==> config.mk <==
export PLATFORM = sky130hd
export DESIGN_NAME = cmp_pwm_chan
export DESIGN_NICKNAME = d
export VERILOG_FILES = /design/src/rtl/cpc_pkg.sv /design/src/rtl/cpc_regs.sv /design/src/rtl/cpc_match.sv /design/src/rtl/cpc_wave.sv /design/src/rtl/cmp_pwm_chan.sv
export SDC_FILE = /design/constraint.sdc
export NUM_CORES = 1
export LEC_CHECK = 0
export ABC_AREA = 1
export CORE_MARGIN = 5
export CORE_UTILIZATION = 33
export DETAILED_ROUTE_END_ITERATION = 16
export PLACE_DENSITY = 0.52
export SYNTH_ARGS = -nofsm -noshare
export SYNTH_HDL_FRONTEND = slang
export SYNTH_SLANG_ARGS = --single-unit
==> constraint.sdc <==
create_clock -name clk_i -period 2.4 [get_ports clk_i]
set_input_delay 0.48 -clock clk_i [delete_from_list [all_inputs] [get_ports clk_i]]
set_output_delay 0.48 -clock clk_i [all_outputs]
set_load 0.02 [all_outputs]
==> src/rtl/cpc_pkg.sv <==
package cpc_pkg;
  localparam int MODE_W = 5;

  // bit 4 down to bit 0
  typedef struct packed {
    logic cmp_en;
    logic mat;
    logic tog;
    logic pwm;
    logic irq_en;
  } mode_t;

  typedef enum logic [1:0] {
    SEL_MODE = 2'd0,
    SEL_LO   = 2'd1,
    SEL_HI   = 2'd2,
    SEL_NONE = 2'd3
  } sel_e;
endpackage

==> src/rtl/cpc_regs.sv <==
module cpc_regs import cpc_pkg::*; #(
  parameter int BYTE_W = 8
) (
  input  logic              clk_i,
  input  logic              rst_ni,
  input  logic              wr_en_i,
  input  sel_e              wr_sel_i,
  input  logic [BYTE_W-1:0] wr_data_i,
  input  logic              reload_i,
  output mode_t             mode_o,
  output logic [BYTE_W-1:0] cmp_lo_o,
  output logic [BYTE_W-1:0] cmp_hi_o
);
  mode_t             mode_q;
  logic [BYTE_W-1:0] lo_q, hi_q;
  logic              wr_mode, wr_lo, wr_hi;

  assign wr_mode = wr_en_i && (wr_sel_i == SEL_MODE);
  assign wr_lo   = wr_en_i && (wr_sel_i == SEL_LO);
  assign wr_hi   = wr_en_i && (wr_sel_i == SEL_HI);

  generate
    if (BYTE_W > MODE_W) begin : g_spare
      logic unused_data_hi;
      assign unused_data_hi = ^wr_data_i[BYTE_W-1:MODE_W];
    end
  endgenerate

  always_ff @(posedge clk_i or negedge rst_ni) begin
    if (!rst_ni) begin
      mode_q <= '0;
    end else if (wr_mode) begin
      mode_q <= mode_t'(wr_data_i[MODE_W-1:0]);
    end else if (wr_lo) begin
      mode_q.cmp_en <= 1'b0;   // no match on a half-written value
    end else if (wr_hi) begin
      mode_q.cmp_en <= 1'b1;
    end
  end

  always_ff @(posedge clk_i or negedge rst_ni) begin
    if (!rst_ni) begin
      lo_q <= '0;
    end else if (wr_lo) begin
      lo_q <= wr_data_i;
    end else if (reload_i) begin
      lo_q <= hi_q;
    end
  end

  always_ff @(posedge clk_i or negedge rst_ni) begin
    if (!rst_ni) begin
      hi_q <= '0;
    end else if (wr_hi) begin
      hi_q <= wr_data_i;
    end
  end

  assign mode_o   = mode_q;
  assign cmp_lo_o = lo_q;
  assign cmp_hi_o = hi_q;
endmodule

==> src/rtl/cpc_match.sv <==
module cpc_match #(
  parameter int CNT_W = 16
) (
  input  logic             clk_i,
  input  logic             rst_ni,
  input  logic [CNT_W-1:0] cnt_i,
  input  logic [CNT_W-1:0] cmp_i,
  input  logic             en_i,
  input  logic             mat_i,
  input  logic             clr_i,
  output logic             rise_o,
  output logic             flag_o
);
  logic hit, hit_q, flag_q;

  assign hit    = en_i && (cnt_i == cmp_i);
  assign rise_o = hit && !hit_q;

  always_ff @(posedge clk_i or negedge rst_ni) begin
    if (!rst_ni) begin
      hit_q  <= 1'b0;
      flag_q <= 1'b0;
    end else begin
      hit_q <= hit;
      if (rise_o && mat_i) flag_q <= 1'b1;
      else if (clr_i)      flag_q <= 1'b0;
    end
  end

  assign flag_o = flag_q;
endmodule

==> src/rtl/cpc_wave.sv <==
module cpc_wave #(
  parameter int BYTE_W = 8
) (
  input  logic              clk_i,
  input  logic              rst_ni,
  input  logic [BYTE_W-1:0] cnt_lo_i,
  input  logic [BYTE_W-1:0] cmp_lo_i,
  input  logic [BYTE_W-1:0] cmp_hi_i,
  input  logic              pwm_act_i,
  input  logic              toggle_i,
  output logic              wrap_o,
  output logic              cex_o
);
  localparam logic [BYTE_W-1:0] TOP = {BYTE_W{1'b1}};

  logic [BYTE_W-1:0] prev_q, duty;
  logic              cex_q;

  assign wrap_o = (prev_q == TOP) && (cnt_lo_i == '0);
  // new duty already applies in the wrap cycle
  assign duty   = wrap_o ? cmp_hi_i : cmp_lo_i;

  always_ff @(posedge clk_i or negedge rst_ni) begin
    if (!rst_ni) begin
      prev_q <= '0;
      cex_q  <= 1'b1;
    end else begin
      prev_q <= cnt_lo_i;
      if (pwm_act_i)     cex_q <= (cnt_lo_i >= duty);
      else if (toggle_i) cex_q <= ~cex_q;
    end
  end

  assign cex_o = cex_q;
endmodule

==> src/rtl/cmp_pwm_chan.sv <==
module cmp_pwm_chan import cpc_pkg::*; #(
  parameter int BYTE_W = 8
) (
  input  logic              clk_i,
  input  logic              rst_ni,
  input  logic [BYTE_W-1:0] cnt_hi_i,
  input  logic [BYTE_W-1:0] cnt_lo_i,
  input  logic              wr_en_i,
  input  logic [1:0]        wr_sel_i,
  input  logic [BYTE_W-1:0] wr_data_i,
  input  logic              flag_clr_i,
  output logic [MODE_W-1:0] mode_o,
  output logic              match_flag_o,
  output logic              irq_o,
  output logic              cex_o
);
  localparam int CNT_W = 2 * BYTE_W;

  mode_t             mode;
  logic [BYTE_W-1:0] cmp_lo, cmp_hi;
  logic              pwm_act, wrap, rise, flag;

  assign pwm_act = mode.pwm && mode.cmp_en;

  cpc_regs #(.BYTE_W(BYTE_W)) i_regs (
    .clk_i     (clk_i),
    .rst_ni    (rst_ni),
    .wr_en_i   (wr_en_i),
    .wr_sel_i  (sel_e'(wr_sel_i)),
    .wr_data_i (wr_data_i),
    .reload_i  (wrap && pwm_act),
    .mode_o    (mode),
    .cmp_lo_o  (cmp_lo),
    .cmp_hi_o  (cmp_hi)
  );

  cpc_match #(.CNT_W(CNT_W)) i_match (
    .clk_i  (clk_i),
    .rst_ni (rst_ni),
    .cnt_i  ({cnt_hi_i, cnt_lo_i}),
    .cmp_i  ({cmp_hi, cmp_lo}),
    .en_i   (mode.cmp_en),
    .mat_i  (mode.mat),
    .clr_i  (flag_clr_i),
    .rise_o (rise),
    .flag_o (flag)
  );

  cpc_wave #(.BYTE_W(BYTE_W)) i_wave (
    .clk_i     (clk_i),
    .rst_ni    (rst_ni),
    .cnt_lo_i  (cnt_lo_i),
    .cmp_lo_i  (cmp_lo),
    .cmp_hi_i  (cmp_hi),
    .pwm_act_i (pwm_act),
    .toggle_i  (rise && mode.mat && mode.tog),
    .wrap_o    (wrap),
    .cex_o     (cex_o)
  );

  assign mode_o       = mode;
  assign match_flag_o = flag;
  assign irq_o        = flag && mode.irq_en;
endmodule

Word-level counts from Yosys, hierarchy flattened
Index checks and enable logic that the tools add are counted.

Register bits: 32. Bits in latches: 0. Bits in writable memories: 0. Memory bits (read-only): 0. Output and inout bits: 8. Logic and storage cells: 45. Memories kept: 0.

Add/sub/neg operators: 0. Multipliers: 0. Div/mod/pow operators: 0. Order comparisons: 1. Equality and inequality tests: 4. Shift operators: 0. Mux-type cells: 10. Bitwise logic cells: 1. Reductions and logical operators: 18.

Operator list (number): two-way mux 8 bit (3); equality test 16 bit (1); logical AND 1 bit (11); equality test 8 bit, second input constant (1); >= comparator 8 bit (1); logical NOT 8 bit (1); two-way mux 1 bit (7); nonzero test 2 bit (3); nonzero test 3 bit (1); equality test 2 x 1 -> 1 bit, second input constant (1); equality test 2 bit, second input constant (1); logical NOT 2 bit (1); logical NOT 1 bit (1); NOT 1 bit (1).

Logic depth before layout (Yosys ltp)
Word-level depth: 7. Depth in mapped cells: 17.

By module
A second synthesis with hierarchy kept.

Cells, all modules: 328. Area, all modules: 2235.9 um2.

By module, submodules not included: cpc_regs (times used 1, cells an instance 120, area an instance 1004.7 um2, sequential area each 525.5 um2); cpc_wave (times used 1, cells an instance 87, area an instance 679.4 um2, sequential area each 226.5 um2); cpc_match (times used 1, cells an instance 112, area an instance 515.5 um2, sequential area each 50.0 um2); cmp_pwm_chan (times used 1, cells an instance 9, area an instance 36.3 um2, sequential area each 0.0 um2).

Worst setup path after synthesis
OpenSTA, ideal clock, no wires.

Path kind: input-to-reg. Start point: input port cnt_lo_i[7]. End point: register i_wave.cex_q (netlist: i_wave.cex_o). Library setup time: 60 ps. Arrival: 2044 ps. Path slack: 296 ps. Stages: 16. Cell sequence: nor2_1 nand3_1 nor2_1 nand2_2 clkbuf_1 o21ai_0 inv_1 ha_1 nand2_1 nor2_1 nand4_1 nand4_1 nand2_1 nand2_1 nand2_1 nand2_1.

Word-level cells in the longest chain between the ends: 6. Elaborated cells on any way between the ends: 11. Classes of those cells: order compare (1); eq/ne (1); mux (2); reduce/logical (7).

Ends and longest elaborated chain: start, declared (line cmp_pwm_chan.sv:7) `input logic [BYTE_W-1:0] cnt_lo_i,`; parallel branches: the longest is 6 deep, another holds >= comparator 8 bit; end signal, assigned (line cpc_wave.sv:29) `if (pwm_act_i) cex_q <= (cnt_lo_i >= duty);`; end signal, assigned (line cpc_wave.sv:30) `else if (toggle_i) cex_q <= ~cex_q;`; end, declared (line cpc_wave.sv:17) `logic cex_q;`.

Parallel ways; which one is timed is not known. A chain may end at the register's enable or synchronous reset.

Final worst setup path
Start point: register i_wave.prev_q[2]. End point: register i_wave.cex_q (netlist: i_wave.cex_o).

Word-level cells in the longest chain between the ends: 5.

Ends and longest elaborated chain: start, declared (line cpc_wave.sv:16) `logic [BYTE_W-1:0] prev_q, duty;`; start signal, assigned (line cpc_wave.sv:28) `prev_q <= cnt_lo_i;`; equality test 8 bit (line cpc_wave.sv:19) `assign wrap_o = (prev_q == TOP) && (cnt_lo_i == '0);`; logical AND 1 bit (line cpc_wave.sv:19); two-way mux 8 bit (line cpc_wave.sv:21) `assign duty = wrap_o ? cmp_hi_i : cmp_lo_i;`; >= comparator 8 bit (line cpc_wave.sv:29); two-way mux 1 bit (line cpc_wave.sv:29).

Every way passes these cells.

==> flow_metrics.tcl <==
set metrics [dict create \
    outcome "complete, no violations" \
    cts-root-buf "clkbuf_8" \
    number_of_drc_violations_after_detailed_routing 0 \
    netlist.top_cell.by_area "dfrtp_1" \
    ys_ff_latch 32 \
    yosys-top-cells-area "dfrtp_1 42%, nand2_1 14%, inv_1 9.9%" \
    vdd_drop_max_v 0.000322 \
    tritoncts.num_buffers 5 \
    clock_insertion_delay_worst_skew_ns 0.29 \
    path_class "flop to flop" \
    cp_capture_type "flop" \
    achievable-frequency_mhz 465 \
    pin_count_of_the_biggest_net_entering_global_routing 33 \
    cp_common_cell "nand2_1" \
    path_clk_slew_ns 0.06 \
    syn-cell-area_mm2 0.00187 \
    coreArea_mm2 0.00551 \
    grt_overflow 0 \
    cts_tree "done" \
    worstPathCellList "nand4_1 -> nor2_1 -> nand2_4 -> mux2_4 -> inv_1 -> ha_1 -> a21oi_2 -> o21ai_1 -> nand2_1 -> nand4_1 -> nand2_1 -> nand2_1 -> nand2_1 -> nand2_1" \
    synth_largest_type_area_fraction_pct 41.6 \
    holdCritPathClass "input pin to flop" \
    worstMarginPinSlew_ns 0.537 \
    syn-instance-count 252 \
    fp.dieArea_mm2 0.00726 \
    min_period_ns 2.15 \
    fin_worst_skew_ns 0.00905 \
    core.rowCount 27 \
    ctsLongestPathBuffers 2 \
    postPlaceCellArea_mm2 0.00244 \
    timing_max_transition_violations_final 0 \
    num_io_pins 38 \
    timing.final.crit_share_pct 89.7 \
    insertedDiodeCount 0 \
    grt_antenna_before_repair 0 \
    fin_hold_ws_ns 0.468 \
    numClockSinks 32 \
    drive_above_1_share_pct 15.7 \
    worst-endpoint-required_ns 2.62 \
    synth_enable_flop_cells 0 \
    finalHoldViolations 0 \
    total_power_per_unit_cell_area_mw_per_mm2 646 \
    timing.critical_path.buf_inv 1 \
    slew-limit-headroom_pct 64.1 \
    yosysSeqAreaShare_pct 43.0 \
    worstSetupStartpointType "flop" \
    io_buffer_count 37 \
    finish.instance_area_mm2 0.00262 \
    die_width_um 85.2 \
    slowest_delay_ns 0.36 \
    wire_length_of_the_first_global_routing_pass_um 8080 \
    ys_warn_count 0 \
    floorplan.initialDensity_pct 33.9 \
    cts_htree_levels 2 \
    finalSetupViolCount 0 \
    detailed_route_via_count 1693 \
    final_nets 349 \
    vias_in_the_first_global_route 1673 \
    synth-main-ff-cell "dfrtp_1" \
    die_h_um 85.2 \
    dr.pass1.iters 4 \
    gpl.final_weighted_congestion 0.854 \
    routedWlPerCell_um 12.8 \
    n_fill_cell 567 \
    postRouteWirelength_um 4900 \
    rsz0062_at_grt "no" \
    ys_async_sr_fraction_pct 100 \
    areaGrowthSynthToFinish_pct 40.5 \
    routed_via_density 4.41 \
    cap_violations 0 \
    drtIter0Drc 78 \
    worst-endpoint-arrival_ns 2.37 \
    dp_hpwl_um 3840 \
    all_layer_gr_usage_pct 14.4 \
    syn-num-nets 290 \
    critical-path-top-delay-family "simple AND/OR/NAND/NOR gates" \
    synth_cell_type_count 27 \
    worst_path_max_delay_cell "nor2_1" \
    leakage_nw 1.43 \
    synthesis.area_per_instance_um2 7.41 \
    postRouteAntennaNets 0 \
    path_max_fanout 7 \
]
cell families (layout without fill, tap and decap cells):
| kind of cell | after synthesis | count (layout) | share of synthesized area (%) |
|---|---|---|---|
| and+or+nand+nor | 105 | 106 | 22.8 |
| buffers and inverters | 56 | 115 | 12.1 |
| AOI/OAI and AO/OA | 46 | 46 | 14.3 |
| DFF | 32 | 32 | 43.0 |
| adders and majority gates | 8 | 8 | 5.36 |
| xor gates and xnor gates | 4 | 4 | 1.88 |
| muxes | 1 | 1 | 0.603 |
where the power goes:
group          switching (W)  total, W  internal [W]
combinational       0.000262  0.000493      0.000231
clock               0.000211  0.000518      0.000307
sequential         0.0000605  0.000683      0.000622
total               0.000534   0.00169       0.00116
flip-flops by register name, summed over array words and instances (netlist names):
register and cells:
i_match.flag_o 1, i_regs.cmp_hi_o 8, i_match.hit_q 1, i_regs.mode_o 5, i_regs.cmp_lo_o 8, i_wave.cex_o 1, i_wave.prev_q 8
cell usage after synthesis (2+ instances only):
| master | n |
|---|---|
| nand2_1 | 69 |
| inv_1 | 49 |
| dfrtp_1 | 31 |
| o21ai_0 | 24 |
| nor2_1 | 20 |
| a21oi_1 | 8 |
| ha_1 | 8 |
| nand3_1 | 7 |
| nand4_1 | 5 |
| o211ai_1 | 5 |
| o22ai_1 | 3 |
| xor2_1 | 3 |
| buf_4 | 2 |
| clkbuf_1 | 2 |
| nand2_2 | 2 |
| o21ai_1 | 2 |
| o21ai_2 | 2 |
layout by cell type (no fill, tap or decap), types with 2 or more instances in the layout:
master,netlist,layout
xor2_1,3,3
o22ai_1,3,3
nand4_1,5,5
clkdlybuf4s50_1,0,29
o21ai_0,24,22
dfrtp_1,31,31
o21ai_1,2,4
nor2_2,1,3
clkbuf_8,0,5
buf_4,2,19
o21ai_2,2,2
inv_1,49,44
nor2_1,20,17
inv_2,1,6
a21oi_1,8,7
ha_1,8,8
dlymetal6s2s_1,0,8
nand3_1,7,6
nand2_4,0,2
o211ai_1,5,5
nand2_1,69,69
worst register-to-register path, stage by stage, from the launching register on:
cell,delay [ns]
dfrtp_1,0.33
nand4_1,0.11
nor2_1,0.36
nand2_4,0.13
mux2_4,0.31
inv_1,0.05
ha_1,0.24
a21oi_2,0.14
o21ai_1,0.07
nand2_1,0.05
nand4_1,0.08
nand2_1,0.07
nand2_1,0.04
nand2_1,0.05
nand2_1,0.05
path summary, 6_finish.rpt:
| check | from | to | depth (start not counted) | slack, ns |
|---|---|---|---|---|
| max | i_wave.prev_q[2] | i_wave.cex_o | 14 | 0.25 |
| min | cnt_lo_i[0] | i_wave.prev_q[0] | 2 | 0.47 |
| max reg2reg | i_wave.prev_q[2] | i_wave.cex_o | 14 | 0.25 |
| min reg2reg | i_wave.cex_o | i_wave.cex_o | 2 | 0.50 |
| max in group asynchronous | rst_ni | i_wave.cex_o | 2 | 1.47 |
| min in group asynchronous | rst_ni | i_regs.cmp_lo_o[6] | 2 | 0.60 |
metal layers:
layer / global-route usage (%) / wire, um / vias up
met5: 0 / 0 / -
met4: 5.61 / 85 / 0
met3: 3.69 / 225 / 8
met2: 22.0 / 2190 / 32
met1: 19.4 / 2400 / 743
li1: - / - / 910
per-stage QoR:
step                      setup slack [ns]  util, %  std cells  TNS [ns]  total power, W
after global routing                0.0323     47.6        384         0         0.00181
final                                0.248     47.6        384         0         0.00169
after CTS                           0.0533     46.3        381         0         0.00171
after floorplan                      0.296        -        252         0        0.000970
after global placement              -0.212     44.2        373    -0.212         0.00117
after detailed placement            -0.260     44.2        373    -0.260         0.00118
final cells by class:
type / count / area (um^2) / area share (%)
Timing Repair Buffer: 57 / 553 / 21.1
Clock buffer: 5 / 68.8 / 2.62
Inverter: 50 / 188 / 7.15
Sequential cell: 32 / 802 / 30.6
Tap cell: 72 / 90.1 / 3.43
Clock inverter: 3 / 42.5 / 1.62
Multi-Input combinational cell: 165 / 880 / 33.5
timing repair:
action                                  4_1_cts  5_1_grt
buffers inserted                              0        2
endpoints found under the hold margin         0        0
gates resized for setup                       0       24
endpoints found under the setup margin        0        1
hold buffers                                  0        0
(Power assumes the default switching activity.)
